$ cat src/rtl/win_regfile_pkg.sv
// Shared types for the rotating windowed register file.
// Assumes nothing beyond IEEE 1800-2017.
package win_regfile_pkg;

    // Rotation command encoding seen on the rot_op port.
    typedef enum logic [1:0] {
        ROT_HOLD    = 2'b00,
        ROT_ABS     = 2'b01,
        ROT_REL     = 2'b10,
        ROT_RESTORE = 2'b11
    } rot_op_e;

    localparam int WIN_REGS = 16;
    localparam int LIDX_W   = 4;
    localparam int STEP_W   = 4;

endpackage

$ cat src/rtl/win_base_ctrl.sv
// Window base register and its three update paths.
// Holds the base in units of four registers.
// Assumes NUM_POS is a power of two and VAL_W >= STEP_W and VAL_W >= BASE_W,
// so that two's-complement wrap of the sum equals the modulo reduction.
module win_base_ctrl
    import win_regfile_pkg::*;
#(
    parameter int NUM_POS = 16,
    parameter int VAL_W   = 8,
    localparam int BASE_W = $clog2(NUM_POS)
) (
    input  logic                clk,
    input  logic                rst_n,
    input  rot_op_e             op,
    input  logic [VAL_W-1:0]    abs_val,
    input  logic [STEP_W-1:0]   step,
    input  logic [VAL_W-1:0]    saved_val,
    output logic [BASE_W-1:0]   base
);

    logic [VAL_W-1:0]  step_ext;
    logic [VAL_W-1:0]  rel_sum;
    logic [BASE_W-1:0] base_next;

    // Sign-extend the step and form the wide relative sum.
    always_comb begin
        step_ext = {{(VAL_W-STEP_W){step[STEP_W-1]}}, step};
        rel_sum  = VAL_W'(base) + step_ext;
    end

    // Pick the next base and reduce it modulo the position count.
    always_comb begin
        unique case (op)
            ROT_ABS:     base_next = BASE_W'(abs_val   % VAL_W'(NUM_POS));
            ROT_REL:     base_next = BASE_W'(rel_sum   % VAL_W'(NUM_POS));
            ROT_RESTORE: base_next = BASE_W'(saved_val % VAL_W'(NUM_POS));
            default:     base_next = base;
        endcase
    end

    // Base register with synchronous reset.
    always_ff @(posedge clk) begin
        if (!rst_n) base <= '0;
        else        base <= base_next;
    end

    p_hold_r7: assert property (@(posedge clk) disable iff (!rst_n)
        (op == ROT_HOLD) |=> $stable(base));

    p_abs_small_r4: assert property (@(posedge clk) disable iff (!rst_n)
        (op == ROT_ABS && abs_val < VAL_W'(NUM_POS)) |=> (VAL_W'(base) == $past(abs_val)));

    p_restore_small_r6: assert property (@(posedge clk) disable iff (!rst_n)
        (op == ROT_RESTORE && saved_val < VAL_W'(NUM_POS)) |=> (VAL_W'(base) == $past(saved_val)));

    p_rel_zero_r5: assert property (@(posedge clk) disable iff (!rst_n)
        (op == ROT_REL && step == '0) |=> $stable(base));

endmodule

$ cat src/rtl/win_addr_map.sv
// Maps a logical window index to a physical register index.
// Assumes NUM_PHYS is a power of two, so the wrap is a truncation.
module win_addr_map
    import win_regfile_pkg::*;
#(
    parameter int NUM_PHYS = 64,
    localparam int PHYS_W  = $clog2(NUM_PHYS),
    localparam int BASE_W  = PHYS_W - 2
) (
    input  logic [BASE_W-1:0] base,
    input  logic [LIDX_W-1:0] lidx,
    output logic [PHYS_W-1:0] pidx
);

    logic [PHYS_W:0] sum;

    // Scale the base by four, add the logical index and wrap.
    always_comb begin
        sum  = {1'b0, base, 2'b00} + (PHYS_W+1)'(lidx);
        pidx = sum[PHYS_W-1:0];
    end

endmodule

$ cat src/rtl/win_storage.sv
// Physical register array with NUM_RD combinational read ports and one write port.
// Assumes physical indices are already in range.
module win_storage #(
    parameter int NUM_PHYS = 64,
    parameter int DATA_W   = 32,
    parameter int NUM_RD   = 2,
    localparam int PHYS_W  = $clog2(NUM_PHYS)
) (
    input  logic              clk,
    input  logic              rst_n,
    input  logic              we,
    input  logic [PHYS_W-1:0] waddr,
    input  logic [DATA_W-1:0] wdata,
    input  logic [PHYS_W-1:0] raddr [NUM_RD],
    output logic [DATA_W-1:0] rdata [NUM_RD]
);

    logic [DATA_W-1:0] mem [NUM_PHYS];

    // Clear on reset, otherwise store the addressed write.
    always_ff @(posedge clk) begin
        if (!rst_n) begin
            for (int i = 0; i < NUM_PHYS; i++) mem[i] <= '0;
        end else if (we) begin
            mem[waddr] <= wdata;
        end
    end

    for (genvar p = 0; p < NUM_RD; p++) begin : g_rd
        // Combinational read of one port.
        assign rdata[p] = mem[raddr[p]];
    end

    p_write_lands_r2: assert property (@(posedge clk) disable iff (!rst_n)
        we |=> (mem[$past(waddr)] == $past(wdata)));

endmodule

$ cat src/rtl/win_regfile.sv
// Top level: rotating 16-register window over a physical register array.
// Three address maps share the current base (two reads, one write).
// Assumes NUM_PHYS is a power of two of at least 16.
module win_regfile
    import win_regfile_pkg::*;
#(
    parameter int NUM_PHYS = 64,
    parameter int DATA_W   = 32,
    parameter int VAL_W    = 8,
    localparam int PHYS_W  = $clog2(NUM_PHYS),
    localparam int NUM_POS = NUM_PHYS / 4,
    localparam int BASE_W  = $clog2(NUM_POS),
    localparam int NUM_RD  = 2,
    localparam int NUM_MAP = NUM_RD + 1
) (
    input  logic              clk,
    input  logic              rst_n,
    input  logic [3:0]        rd_a_idx,
    output logic [DATA_W-1:0] rd_a_data,
    input  logic [3:0]        rd_b_idx,
    output logic [DATA_W-1:0] rd_b_data,
    input  logic              wr_en,
    input  logic [3:0]        wr_idx,
    input  logic [DATA_W-1:0] wr_data,
    input  logic [1:0]        rot_op,
    input  logic [VAL_W-1:0]  abs_base,
    input  logic [3:0]        rot_step,
    input  logic [VAL_W-1:0]  saved_base,
    output logic [BASE_W-1:0] win_base
);

    logic [BASE_W-1:0] base;
    logic [LIDX_W-1:0] lidx [NUM_MAP];
    logic [PHYS_W-1:0] pidx [NUM_MAP];
    logic [PHYS_W-1:0] raddr [NUM_RD];
    logic [DATA_W-1:0] rdata [NUM_RD];

    win_base_ctrl #(.NUM_POS(NUM_POS), .VAL_W(VAL_W)) u_base (
        .clk       (clk),
        .rst_n     (rst_n),
        .op        (rot_op_e'(rot_op)),
        .abs_val   (abs_base),
        .step      (rot_step),
        .saved_val (saved_base),
        .base      (base)
    );

    // Gather the logical indices: read ports first, write port last.
    always_comb begin
        lidx[0] = rd_a_idx;
        lidx[1] = rd_b_idx;
        lidx[2] = wr_idx;
    end

    for (genvar m = 0; m < NUM_MAP; m++) begin : g_map
        win_addr_map #(.NUM_PHYS(NUM_PHYS)) u_map (
            .base (base),
            .lidx (lidx[m]),
            .pidx (pidx[m])
        );
    end

    for (genvar r = 0; r < NUM_RD; r++) begin : g_raddr
        // Route the mapped read addresses to storage.
        assign raddr[r] = pidx[r];
    end

    win_storage #(.NUM_PHYS(NUM_PHYS), .DATA_W(DATA_W), .NUM_RD(NUM_RD)) u_store (
        .clk   (clk),
        .rst_n (rst_n),
        .we    (wr_en),
        .waddr (pidx[NUM_RD]),
        .wdata (wr_data),
        .raddr (raddr),
        .rdata (rdata)
    );

    // Drive the outputs.
    always_comb begin
        rd_a_data = rdata[0];
        rd_b_data = rdata[1];
        win_base  = base;
    end

    p_same_reg_r9: assert property (@(posedge clk) disable iff (!rst_n)
        (rd_a_idx == rd_b_idx) |-> (rd_a_data == rd_b_data));

endmodule

$ cat config.mk
export PLATFORM = sky130hd
export DESIGN_NAME = win_regfile
export DESIGN_NICKNAME = d
export VERILOG_FILES = /design/src/rtl/win_regfile_pkg.sv /design/src/rtl/win_base_ctrl.sv /design/src/rtl/win_addr_map.sv /design/src/rtl/win_storage.sv /design/src/rtl/win_regfile.sv
export SDC_FILE = /design/constraint.sdc
export NUM_CORES = 2
export LEC_CHECK = 0
export BUFFER_PORTS_ARGS = -buffer_cell sky130_fd_sc_hd__buf_2
export CORE_MARGIN = 2
export CORE_UTILIZATION = 55
export CTS_BUF_LIST = sky130_fd_sc_hd__clkbuf_4
export DETAILED_ROUTE_END_ITERATION = 7
export HOLD_SLACK_MARGIN = 0.06
export PLACE_DENSITY = 0.74
export REMOVE_ABC_BUFFERS = 1
export SYNTH_ARGS = -nofsm -noshare
export SYNTH_HDL_FRONTEND = slang
export SYNTH_SLANG_ARGS = --single-unit
$ cat constraint.sdc
create_clock -name clk -period 4.5 [get_ports clk]
set_input_delay 0.225 -clock clk [delete_from_list [all_inputs] [get_ports clk]]
set_output_delay 0.225 -clock clk [all_outputs]
set_load 0.02 [all_outputs]
# [Word level (Yosys, flattened, before mapping)]
# Memory sizes are Yosys's and may differ from the RTL's.
# Cells that the tools add are included.
[op_classes] addsub=4 n_eq_ne=3 n_mux=8 n_reduce_logical=2
[ops] operator="$mux 32" n=1
[ops] operator="$reduce_or 32->1" n=1
[ops] operator="$add 6x4->6" n=3
[ops] operator="$pmux 4 s3" n=1
[ops] operator="$mux 6" n=1
[ops] operator="$mux 1" n=5
[ops] operator="$add 4x4->4" n=1
[ops] operator="$eq 2x2->1 const B" n=2
[ops] operator="$reduce_bool 3->1" n=1
[ops] operator="$eq 2x1->1 const B" n=1
[word_totals] word_cells=19 ram_bits=2048 in_bits=69 mem_count=1 register_bits=4
[mem_list] memory="u_store.mem" depth=64 width=32 rd=2 rd_ports_with_merged_regs=0 write_ports=64 line="win_storage.sv:18" rtl="logic [DATA_W-1:0] mem [NUM_PHYS];"

# [Logic depth before layout (Yosys ltp)]
[logic_depth] depth_word=5 depth_mapped=11

# [By module]
# Synthesis repeated with hierarchy kept, for this count alone.
[hier_totals] cells_unflattened=7281 area_unflattened_um2=109517.5
[modules_own_cells] module="win_storage" seq_area_each_um2=61499.0 instances=1 cells_per_inst=7210 area_each_um2=108855.7
[modules_own_cells] module="win_addr_map" seq_area_each_um2=0.0 instances=3 cells_per_inst=15 area_each_um2=116.4
[modules_own_cells] module="win_base_ctrl" seq_area_each_um2=80.1 instances=1 cells_per_inst=26 area_each_um2=312.8

# [Worst setup path after synthesis]
# No wires, ideal clock.
[synth_timing] kind="reg-to-reg" start="register u_base.base[0]" end="memory u_store.mem[19][0], enable pin" setup_ps=466 t_arrival_ps=4078 period_less_slack_ps=4544 setup_slack_ps=-44 stages_incl_launch_ff=7 n_path_buf=1 path_cell_list="dfxtp_1 > ha_1 > fa_1 > nor2_1 > nand3_1 > clkbuf_1 > o21ai_0"
[synth_lines] item="from (decl)" line="win_base_ctrl.sv:18" rtl="output logic [BASE_W-1:0] base"
[synth_lines] item="from (signal assigned)" line="win_base_ctrl.sv:44" rtl="else base <= base_next;"
[synth_lines] item="to (decl)" line="win_storage.sv:18"

# [Worst setup path after layout]
[layout_timing] start="register u_base.base[0]" end="output port rd_a_data[6]"
[layout_via] elab_chain_cells=2
[layout_rtl] item="$add 6x4->6" line="win_addr_map.sv:19" rtl="sum = {1'b0, base, 2'b00} + (PHYS_W+1)'(lidx);"
[layout_rtl] item="$mem_v2 64x32"
[layout_rtl] item="to (decl)" line="win_regfile.sv:19" rtl="output logic [DATA_W-1:0] rd_a_data,"
# Every way passes these cells.

==> out/metrics.cfg <==
[timing]
rsz0062_at_grt = true
fin_skew_ps = 78.8
tightest_slew_ps = 1440
finalSetupViolCount = 60
setup_ws_ps = -196
setup_tns_ps = -5030
fin_hold_ws_ps = 197
min_period_ps = 4700
period_share_pct = 104
slew_violations = 0
timing.fmax_ghz = 0.213
slew_headroom_pct = 3.75
hold_viol = 0

[power_and_ir_drop]
internal-power_mw = 34.6
power_mw = 50.1
p_leak_nw = 45.8
p_comb_share_pct = 23.3
p_sw_share_pct = 30.9
vdd_ir_drop_max_uv = 211
power.density_mw_per_mm2 = 395
p_seq_share_pct = 44.2
clock_power_share_pct = 32.5
p_sw_mw = 15.5

[place]
placed_area_mm2 = 0.115
finalWeightedCongestion = 1.06
dpl_worst_slack_ps = 349
io_buffer_count = 128
dp_hpwl_um = 232000
placed_cells = 9265

[floorplan]
ioPinCount = 137
rows = 163
die_w_um = 450
die_y_um = 450
die_area_mm2 = 0.203
start_util_pct = 55.4
core_area_mm2 = 0.198

[setup_path]
worstPathArrival_ps = 4470
worstSetupStartpointType = flip-flop
required_ps = 4280
path_class = flip-flop to output pin
path_max_fanout = 4
reg2reg_depth = 9
crit_path_end_kind = output pin

[layout]
fin_cells = 10370
drive_gt1_share_pct = 40.1
utilization_pct = 64.2
fin_area_mm2 = 0.127
fin_nets = 7458
area_growth_pct = 15.8

[grt]
grt.overflow.total = 0
grt_max_degree = 72
grt_pass1_vias = 73245
grt_usage_pct = 39.4
antenna_found_initial = 34
grt_pass1_wl_um = 553000

[clock_tree]
cts_root_buf = clkbuf_4
clk_latency_ps = 1410
numCtsBuffers = 550
clkSlewWorstSetupHoldPaths_ps = 70
cts_sinks = 2052
cts_tree = yes
clk_path_buf_depth = 4
htreeDepth = 6

[drt]
via_per_inst = 7.15
drc = 0
ant_nets = 0
wl_per_cell_um = 38.9
drt_wl_total_um = 403000
vias = 74126
drt-initial-drc-count = 14134
drt_pre_antenna_iters = 8

[synth]
ys.flop_type = edfxtp_1
ys_warn_count = 0
syn_inst = 6861
netlist_top_cells_area = edfxtp_1, mux4_2, and2_1
ys_ff_latch = 2052
synthArstFlopShare_pct = 0
seq_area_frac_synth_pct = 56.2
yosys.area.top_type = edfxtp_1
avgSynthCellArea_um2 = 16.0
synth-edff-count = 2048
synthTopCellsByCount = and2_1, edfxtp_1, mux4_2
yosysTopAreaCellShare_pct = 56.1
ys_types = 53
syn-cell-area_mm2 = 0.110
yosysMostFrequentCell = and2_1

[flow_run]
cap_violations = 0

[run_status]
violations = negative setup slack
status = finished with violations

[worst_hold_path]
hold-path-cell-count = 4
hp-class = primary input to flip-flop

==> area by class of cell <==
class | count | area (um2)
flip-flops and latches | 2052 | 61600
clock buffers | 788 | 5920
repair buffers | 738 | 7740
well taps | 2640 | 3300
inverters | 14 | 93.8
clock inverters | 109 | 551
multi-input cells | 4017 | 47600
diodes | 9 | 22.5
repair inverters | 3 | 52.6
fillers | 13455 | 70700
==> cell families (layout without fill, tap and decap cells) <==
group	after synthesis	count (layout)	synth area share (%)
other	0	9	0
flip-flops	2052	2052	56.2
multiplexers	1299	1299	25.5
adder cells (fa/ha/maj)	13	13	0.176
AO/OA/AOI/OAI	324	324	2.02
AND/OR/NAND/NOR	2372	2372	13.0
XOR/XNOR	9	9	0.0719
buffers and inverters	792	1652	3.05
==> layout by cell type (no fill, tap or decap), types with 29 or more instances in the layout <==
cell,instances
nand2_1,90
mux4_2,1192
clkinv_1,84
buf_12,101
buf_6,99
edfxtp_1,2048
mux2i_1,80
and2_1,2053
clkbuf_4,788
buf_2,68
dlygate4sd3_1,57
o21ai_4,66
nor2_2,31
nand3_1,35
nor2_4,54
buf_4,375
o22ai_2,29
==> flip-flops by register name (all words and copies together), names as in the netlist <==
name,flops
u_base.base,4
u_store.mem,2048
==> routing by layer <==
layer,up-vias,GRT usage [%],wire [um]
li1,27945,-,-
met1,37350,48.7,126000
met2,7380,55.0,174000
met3,1433,18.5,71400
met4,18,27.1,31800
met5,-,0,222
==> final timing paths <==
| check | start | end | slack [ps] |
|---|---|---|---|
| setup reg to reg | u_base.base[0] | u_store.mem[59][20] | 330 |
| hold reg to reg | u_base.base[3] | u_store.mem[0][26] | 1460 |
| setup / recovery | u_base.base[0] | rd_a_data[6] | -200 |
| hold / removal | wr_data[17] | u_store.mem[5][17] | 200 |
==> worst max-delay path, stage by stage, from the launching register on <==
cell and delay (ps):
dfxtp_4 410, ha_4 150, inv_2 40, fa_2 670, inv_12 70, buf_16 150, buf_12 140, buf_6 110
mux4_2 560, o22ai_4 370, a31oi_4 150, buf_6 200
==> power groups by stage <==
stage,registers (mW),logic (mW),clock network [mW]
finish,22.1,11.7,16.3
global route,22.2,11.5,17.2
CTS,22.1,10.4,16.2
detailed placement,22.5,8.82,0
global placement,22.4,8.76,0
floorplan,22.4,4.44,0
==> timing repair <==
| item | in CTS | in global routing |
|---|---|---|
| gates cloned | 14 | 5 |
| endpoints found under the hold margin | 3104 | 0 |
| hold buffers | 57 | 0 |
| buffers inserted | 75 | 57 |
| gates resized for setup | 425 | 177 |
| pin swaps | 75 | 89 |
| endpoints found under the setup margin | 64 | 64 |
(Power assumes the default switching activity.)
